<file path="config.mk">
export PLATFORM = sky130hd
export DESIGN_NAME = nvbyte_guard
export DESIGN_NICKNAME = d
export VERILOG_FILES = /design/src/rtl/nvbyte_pkg.sv /design/src/rtl/nvbyte_ctrl.sv /design/src/rtl/nvbyte_datapath.sv /design/src/rtl/nvbyte_guard.sv
export SDC_FILE = /design/constraint.sdc
export NUM_CORES = 2
export LEC_CHECK = 0
export ABC_AREA = 1
export CORE_AREA = 5 5 313 621
export CTS_BUF_LIST = sky130_fd_sc_hd__clkbuf_8
export CTS_CLUSTER_SIZE = 14
export DETAILED_ROUTE_END_ITERATION = 10
export DIE_AREA = 0 0 318 626
export SLEW_MARGIN = 20
export SYNTH_ARGS = -nofsm -noshare
export SYNTH_HDL_FRONTEND = slang
export SYNTH_SLANG_ARGS = --single-unit
</file>
<file path="constraint.sdc">
create_clock -name clk -period 4.65 [get_ports clk]
set_clock_uncertainty 0.2 [all_clocks]
set_input_delay 0.6975 -clock clk [delete_from_list [all_inputs] [get_ports clk]]
set_output_delay 0.6975 -clock clk [all_outputs]
set_load 0.005 [all_outputs]
</file>
<file path="src/rtl/nvbyte_pkg.sv">
package nvbyte_pkg;
  localparam int BYTE_W = 8;

  localparam logic [1:0] OFS_PTR  = 2'd0;
  localparam logic [1:0] OFS_DATA = 2'd1;
  localparam logic [1:0] OFS_CTRL = 2'd2;
  localparam logic [1:0] OFS_KEY  = 2'd3;

  localparam int BIT_RD    = 0;
  localparam int BIT_WR    = 1;
  localparam int BIT_WREN  = 2;
  localparam int BIT_DONE  = 3;
  localparam int BIT_IRQEN = 4;
  localparam int BIT_ERR   = 5;

  localparam logic [BYTE_W-1:0] KEY_FIRST  = 8'h55;
  localparam logic [BYTE_W-1:0] KEY_SECOND = 8'hAA;

  typedef struct packed {
    logic rdFire;
    logic wrFinish;
    logic ptrWe;
    logic dataWe;
    logic busy;
  } strobe_t;

  typedef enum logic [1:0] {KEY_IDLE, KEY_HALF, KEY_ARMED} keyState_t;
endpackage

</file>
<file path="src/rtl/nvbyte_ctrl.sv">
module nvbyte_ctrl
  import nvbyte_pkg::*;
#(
  parameter int WR_CYCLES = 8
) (
  input  logic              clk,
  input  logic              rstN,
  input  logic              busSel,
  input  logic              busWe,
  input  logic [1:0]        busAddr,
  input  logic [BYTE_W-1:0] busWdata,
  output strobe_t           stb,
  output logic [BYTE_W-1:0] ctrlByte,
  output logic              irq
);
  localparam int CNT_W = (WR_CYCLES > 1) ? $clog2(WR_CYCLES) : 1;

  logic             busyQ, wrEnQ, irqEnQ, doneQ, errQ;
  logic [CNT_W-1:0] cntQ;
  keyState_t        keyQ, keyNext;

  logic ctrlWr, keyWr, wrReq, wrStart, wrReject, wrFinish;

  assign ctrlWr   = busSel && busWe && (busAddr == OFS_CTRL);
  assign keyWr    = busSel && busWe && (busAddr == OFS_KEY);
  assign wrReq    = ctrlWr && busWdata[BIT_WR] && !busyQ;
  assign wrStart  = wrReq && (keyQ == KEY_ARMED) && wrEnQ;
  assign wrReject = wrReq && !wrStart;
  assign wrFinish = busyQ && (cntQ == '0);

  always_comb begin
    if (keyWr && busWdata == KEY_FIRST)
      keyNext = KEY_HALF;
    else if (keyQ == KEY_HALF && keyWr && busWdata == KEY_SECOND)
      keyNext = KEY_ARMED;
    else
      keyNext = KEY_IDLE;
  end

  always_ff @(posedge clk) begin
    if (!rstN) begin
      busyQ  <= 1'b0;
      cntQ   <= '0;
      wrEnQ  <= 1'b0;
      irqEnQ <= 1'b0;
      doneQ  <= 1'b0;
      errQ   <= 1'b0;
      keyQ   <= KEY_IDLE;
    end else begin
      if (wrStart) begin
        busyQ <= 1'b1;
        cntQ  <= CNT_W'(WR_CYCLES - 1);
      end else if (wrFinish) begin
        busyQ <= 1'b0;
      end else if (busyQ) begin
        cntQ <= cntQ - 1'b1;
      end
      if (ctrlWr) begin
        wrEnQ  <= busWdata[BIT_WREN];
        irqEnQ <= busWdata[BIT_IRQEN];
      end
      doneQ <= (doneQ && !(ctrlWr && !busWdata[BIT_DONE])) || wrFinish;
      errQ  <= (errQ && !(ctrlWr && !busWdata[BIT_ERR])) || wrReject;
      keyQ  <= keyNext;
    end
  end

  assign stb.rdFire   = ctrlWr && busWdata[BIT_RD] && !busyQ;
  assign stb.wrFinish = wrFinish;
  assign stb.ptrWe    = busSel && busWe && (busAddr == OFS_PTR) && !busyQ;
  assign stb.dataWe   = busSel && busWe && (busAddr == OFS_DATA) && !busyQ;
  assign stb.busy     = busyQ;

  assign ctrlByte = {2'b00, errQ, irqEnQ, doneQ, wrEnQ, busyQ, 1'b0};
  assign irq      = doneQ && irqEnQ;


  start_needs_key_chk: assert property (@(posedge clk) disable iff (!rstN)
    $rose(busyQ) |-> ($past(wrEnQ) && $past(keyQ == KEY_ARMED)));


  finish_sets_done_chk: assert property (@(posedge clk) disable iff (!rstN)
    $fell(busyQ) |-> doneQ);


  wren_sw_only_chk: assert property (@(posedge clk) disable iff (!rstN)
    $fell(wrEnQ) |-> $past(ctrlWr));
endmodule

</file>
<file path="src/rtl/nvbyte_datapath.sv">
module nvbyte_datapath
  import nvbyte_pkg::*;
#(
  parameter int ADDR_W = 8
) (
  input  logic              clk,
  input  logic              rstN,
  input  strobe_t           stb,
  input  logic [1:0]        busAddr,
  input  logic [BYTE_W-1:0] busWdata,
  input  logic [BYTE_W-1:0] ctrlByte,
  output logic [BYTE_W-1:0] busRdata
);
  localparam int DEPTH = 1 << ADDR_W;

  logic [ADDR_W-1:0] ptrQ;
  logic [BYTE_W-1:0] dataQ;
  logic [BYTE_W-1:0] store [DEPTH];

  always_ff @(posedge clk) begin
    if (!rstN) begin
      ptrQ  <= '0;
      dataQ <= '0;
    end else begin
      if (stb.ptrWe) ptrQ <= busWdata[ADDR_W-1:0];
      if (stb.rdFire)      dataQ <= store[ptrQ];
      else if (stb.dataWe) dataQ <= busWdata;
    end
  end

  always_ff @(posedge clk) begin
    if (stb.wrFinish) store[ptrQ] <= dataQ;
  end

  always_comb begin
    case (busAddr)
      OFS_PTR:  busRdata = BYTE_W'(ptrQ);
      OFS_DATA: busRdata = dataQ;
      OFS_CTRL: busRdata = ctrlByte;
      default:  busRdata = '0;
    endcase
  end


  frozen_while_busy_chk: assert property (@(posedge clk) disable iff (!rstN)
    $past(stb.busy) |-> ($stable(ptrQ) && $stable(dataQ)));


  key_reads_zero_chk: assert property (@(posedge clk) disable iff (!rstN)
    (busAddr == OFS_KEY) |-> (busRdata == '0));
endmodule

</file>
<file path="src/rtl/nvbyte_guard.sv">
module nvbyte_guard
  import nvbyte_pkg::*;
#(
  parameter int ADDR_W    = 8,
  parameter int WR_CYCLES = 8
) (
  input  logic       clk,
  input  logic       rstN,
  input  logic       busSel,
  input  logic       busWe,
  input  logic [1:0] busAddr,
  input  logic [7:0] busWdata,
  output logic [7:0] busRdata,
  output logic       irqOut
);
  strobe_t           stb;
  logic [BYTE_W-1:0] ctrlByte;

  nvbyte_ctrl #(.WR_CYCLES(WR_CYCLES)) ctrl_i (
    .clk(clk), .rstN(rstN), .busSel(busSel), .busWe(busWe),
    .busAddr(busAddr), .busWdata(busWdata),
    .stb(stb), .ctrlByte(ctrlByte), .irq(irqOut)
  );

  nvbyte_datapath #(.ADDR_W(ADDR_W)) dp_i (
    .clk(clk), .rstN(rstN), .stb(stb), .busAddr(busAddr),
    .busWdata(busWdata), .ctrlByte(ctrlByte), .busRdata(busRdata)
  );
endmodule

</file>
* Yosys cells after proc, flatten, opt, wreduce, memory -nomap -nowiden
Memories as Yosys holds them, arrays and structs flattened. A register that Yosys moved wholly into a read port is not among the register bits.
Index checks and enable logic that the tools add are counted.
** Storage, ports and cells
- Flip-flop bits (word level) :: 26
- Word-level logic and storage cells :: 73
- Bits of input ports :: 14
- RAM bits :: 2048
- Memories kept :: 1
- Output and inout bits :: 9
** Cells by class
- Multiplexer cells :: 14
- Equality and inequality tests :: 8
- Reduce and logical (&&, ||, !) cells :: 38
- Bitwise gates (word level) :: 1
- Add/subtract/negate cells :: 1
** Memory list
- dp_i.store :: depth 256, width 8, read ports 1, clocked after Yosys merged registers in 1, wr ports 1, line nvbyte_datapath.sv:18 : logic [BYTE_W-1:0] store [DEPTH];
** Operator list (number)
- 8-bit two-way mux :: 4
- 8-bit one-hot mux with 3 select lines :: 1
- 1-bit logical AND :: 23
- 3-bit two-way mux :: 3
- 8-bit by 7-bit equality test with 1-bit output, second input constant :: 1
- 8-bit equality test, second input constant :: 1
- 2-bit equality test, second input constant :: 3
- 1-bit zero test :: 6
- 2-bit nonzero test :: 3
- 1-bit two-way mux :: 5
- 2-bit by 1-bit equality test with 1-bit output, second input constant :: 2
- 3-bit zero test :: 1
- 3-bit by 1-bit subtractor with 3-bit output, second input constant :: 1
- 2-bit zero test :: 1
- 1-bit logical OR :: 2
- 2-bit two-way mux :: 1
- 2-bit by 1-bit inequality test with 1-bit output, second input constant :: 1
- 2-bit AND reduction :: 1
- 2-bit OR reduction :: 1
- 1-bit NOT :: 1

* Logic depth before layout (Yosys ltp)
- Word-level depth :: 9
- Mapped depth :: 17
- Depth with buffers taken out :: 13

* Cells and area by module
From an unflattened synthesis, not the netlist that was laid out.
** Unflattened totals
- Cell total of the unflattened synthesis :: 7190
- Area, all modules :: 84760.0 um^2
** Modules (own cells, without submodules)
- nvbyte_datapath :: cells an instance 7095, times used 1, area an instance 84098.2 um^2, sequential area each 61979.4 um^2
- nvbyte_ctrl :: cells an instance 95, times used 1, area an instance 661.9 um^2, sequential area each 200.2 um^2

* Least setup slack after synthesis
OpenSTA, ideal clock, no wires.
- Path kind :: flip-flop to output port
- From :: register dp_i.dataQ[3]
- To :: output busRdata[3]
- Path buffers :: 0
- Required time :: 3753 ps
- Stages on the path, launching flop included :: 3
- Arrival time :: 3787 ps
- Slack :: -34 ps
- Cell sequence :: dfxtp_1 nand2_1 o211ai_1
** On the way
- Cells in the longest elaborated chain, start to end :: 1
** Ends and longest elaborated chain
- from (decl) :: line nvbyte_datapath.sv:17 : logic [BYTE_W-1:0] dataQ;
- from (signal assigned) :: line nvbyte_datapath.sv:26 : if (stb.rdFire) dataQ <= store[ptrQ];
- from (signal assigned) :: line nvbyte_datapath.sv:27 : else if (stb.dataWe) dataQ <= busWdata;
- 8-bit one-hot mux with 3 select lines :: line nvbyte_datapath.sv:36 : case (busAddr)
- to (decl) :: line nvbyte_guard.sv:13 : output logic [7:0] busRdata,
No other way between the ends.

==> results.ini <==
[outcome]
outcome=complete, no violations

[synthesis]
synth_xor_area_frac=0.000207
syn_avg_cell_area_um2=11.8
netlist_area_um2=84500
yosys.area_share.simple=0.229
synth_mux_area_frac=0
synth_compound_area_frac=0.00317
synth_top_family_by_area=simple AND/OR/NAND/NOR gates
yosys_warnings=0
yosys.area_share.adder=0.000296
synth-seq-cells=2082
synthCells=7135
synth.distinct_cells=25
ys_seq_area_frac=0.736
syn_nets=7151

[pwr]
seqPwrFrac=0.582
peakVddDrop_mv=0.197
total_power_w=0.0354
switching_power_w=0.00797
intPower_w=0.0274
pwr-share-comb=0.043
clkPwrFrac=0.375
leakage_nw=31.4
power.share.switching=0.225
powerDensity_nw_per_um2=384

[timing]
final.setup.tns_ns=0
slew_headroom=0.257
slew_violations=0
final-setup-viol-count=0
timing.final.crit_share=0.792
rsz0062_at_grt=false
finalCriticalPeriod_ns=3.68
tightest_slew_ns=1.11
hold_viol=0
fin_hold_ws_ns=0.242
clock.fmax_ghz=0.271

[worst_setup_path]
critical_path_arrival_ns=4.28
path_common_cell=nand3_1
worstSetupPathType=register to register
crit_fanout=151
cp.required_ns=5.24
crit_chain=inv_16 -> buf_12 -> nand2_1 -> nand3_1 -> nand3_1 -> nand3_1 -> nand3_1 -> nand3_1 -> nand3_1 -> nand2_1 -> nand2_1 -> nand3_1 -> nand2_1 -> a21oi_1
r2r-end=dp_i.dataQ[7]$_SDFFE_PN0P_
cp-end-kind=register
slowest_delay_ns=0.51
start_kind=register
worst_r2r_path_depth=14
slowest_stage=dfxtp_4
ff2ff_setup_slack_ns=0.97

[die]
num_rows=226
ios=23
dieHeight_um=626
dieArea_um2=199000
start_util=0.447
core_area_um2=189000
dieWidth_um=318

[clock_tree]
htreeDepth=5
hold_buffers=0
cts_setup_buffers=0
cts.repair.resized=0
cts_buffers=281
clkSlewWorstSetupHoldPaths_ns=0.07
tritoncts=built
clk_latency_ns=0.89
cts-root-buf=clkbuf_8
cts.sinks=2082
clockBufferDepth=4

[grt]
grt_pass1_vias=54500
grt_use_total=0.240
grt_antenna_before_repair=6
grt_pass1_wl_um=358000
grt_max_degree=162
grt-ovfl-total=0

[layout]
drive_above_1_share=0.0735
final_nets=7104
fin_cells=9805
final_util=0.487
area_growth_syn_to_layout_pct=9.08

[flow_run]
cap_violations=0

[drt]
ant_nets=0
via_per_inst=5.61
drt-pass1-iter-count=7
wl_per_cell_um=25.1
drc=0
via_count=55000
drtIter0Drc=4900
routed_wl_um=246000

[worst_hold_path]
hp-class=primary input to register
holdPathEnd=ctrl_i.keyQ[1]$_SDFF_PP0_
hold_depth=3
hp-start=busWdata[7]

[placed_design]
place.gp.congestion=0.908
place_inst=9313
portBuffers=22
hpwl_um=148000

[area by class of cell]
type / count / area [µm²]
Antenna cell: 4 / 10.0
Clock buffer: 297 / 4090
Clock inverter: 191 / 1090
Fill cell: 16700 / 97000
Inverter: 44 / 199
Multi-Input combinational cell: 4524 / 19700
Sequential cell: 2082 / 62200
Tap cell: 2508 / 3140
Timing Repair Buffer: 155 / 1720
[worst max-delay path, delay by kind of cell (launching register included)]
kind | cells | cell delay, ns
AO/OA/AOI/OAI | 1 | 0.14
buffers and inverters | 2 | 0.87
flip-flops | 1 | 0.51
AND/OR/NAND/NOR | 11 | 1.55
[logic make-up (layout without fill, tap and decap cells)]
family                   after synthesis  in the layout
XOR/XNOR                               2              2
buffers and inverters                529            687
AO/OA/AOI/OAI                         50             50
adder cells (fa/ha/maj)                2              2
other                                  0              4
AND/OR/NAND/NOR                     4470           4470
flip-flops                          2082           2082
[flip-flops by register name (all words and copies together), names as in the netlist, named ones only]
register / count
dp_i.dataQ: 8
ctrl_i.keyQ: 2
ctrl_i.irqEnQ: 1
ctrl_i.busyQ: 1
ctrl_i.cntQ: 3
ctrl_i.doneQ: 1
ctrl_i.wrEnQ: 1
dp_i.ptrQ: 8
ctrl_i.errQ: 1
dp_i.store: 2048
[through the flow]
stage	area, µm²	setup slack, ns
CTS	92200	1.03
finish	92200	0.965
global route	92200	0.823
detailed placement	87000	1.03
global placement	87000	0.998
floorplan	84500	0.0134
[synth_stat cells]
master	n	area share
a21oi_1	22	0.0013
a21oi_2	1	0.00010
buf_1	48	0.0021
buf_2	230	0.014
buf_4	73	0.0065
buf_6	16	0.0021
buf_8	1	0.00018
clkbuf_1	117	0.0052
dfxtp_1	34	0.0081
edfxtp_1	2048	0.73
ha_1	2	0.00030
inv_1	39	0.0017
inv_2	4	0.00018
inv_4	1	0.000074
nand2_1	2152	0.096
nand3_1	2025	0.12
nand4_1	4	0.00030
nor2_1	277	0.012
nor2_2	1	0.000074
nor3_1	8	0.00047
nor4_1	3	0.00022
o211ai_1	4	0.00036
o21ai_0	22	0.0013
o221ai_1	1	0.00010
xor2_1	2	0.00021
[cells in the final DEF, fill, tap and decap left out, types with 8 or more instances in the layout]
cell	netlist	layout
nand2_2	0	16
dfxtp_4	0	13
edfxtp_1	2048	2048
buf_4	73	93
o21ai_0	22	22
dfxtp_1	34	21
clkinv_2	0	37
inv_1	39	125
nor2_2	1	12
clkinvlp_4	0	8
clkinv_1	0	46
clkdlybuf4s50_1	0	22
nor3_1	8	8
bufinv_16	0	11
a21oi_1	22	22
clkbuf_8	0	297
nand2_1	2152	2136
buf_12	0	40
nand3_1	2025	2025
nor2_1	277	266
[how the worst max path moves through the flow]
stage / startpoint / to / slack, ns / cells past startpoint
after floorplan: dp_i.dataQ[1]$_SDFFE_PN0P_ / busRdata[1] / 0.01 / 2
after global placement: ctrl_i.cntQ[0]$_SDFFE_PN0P_ / dp_i.store[17][2]$_DFFE_PP_ / 1.0 / 9
after detailed placement: ctrl_i.cntQ[0]$_SDFFE_PN0P_ / dp_i.store[81][0]$_DFFE_PP_ / 1.03 / 9
after CTS: ctrl_i.cntQ[0]$_SDFFE_PN0P_ / dp_i.store[81][2]$_DFFE_PP_ / 1.03 / 9
after global routing: register / dp_i.dataQ[7]$_SDFFE_PN0P_ / 0.82 / 15
final: register / dp_i.dataQ[7]$_SDFFE_PN0P_ / 0.97 / 14
[layer usage]
metal,GRT usage,wire length (µm)
met1,0.268,85600
met2,0.425,126000
met3,0.0313,14300
met5,0,10
met4,0.166,20100
[power by group through the flow]
| stage | clock network (W) | logic (W) | registers (W) |
|---|---|---|---|
| 6_report | 0.0133 | 0.00153 | 0.0206 |
| 5_1_grt | 0.0143 | 0.00164 | 0.0206 |
| 4_1_cts | 0.0135 | 0.00153 | 0.0206 |
| 3_5_place_dp | 0 | 0.00152 | 0.0210 |
| 3_3_place_gp | 0 | 0.00151 | 0.0210 |
| 2_1_floorplan | 0 | 0.000867 | 0.0210 |
(Power assumes the default switching activity.)
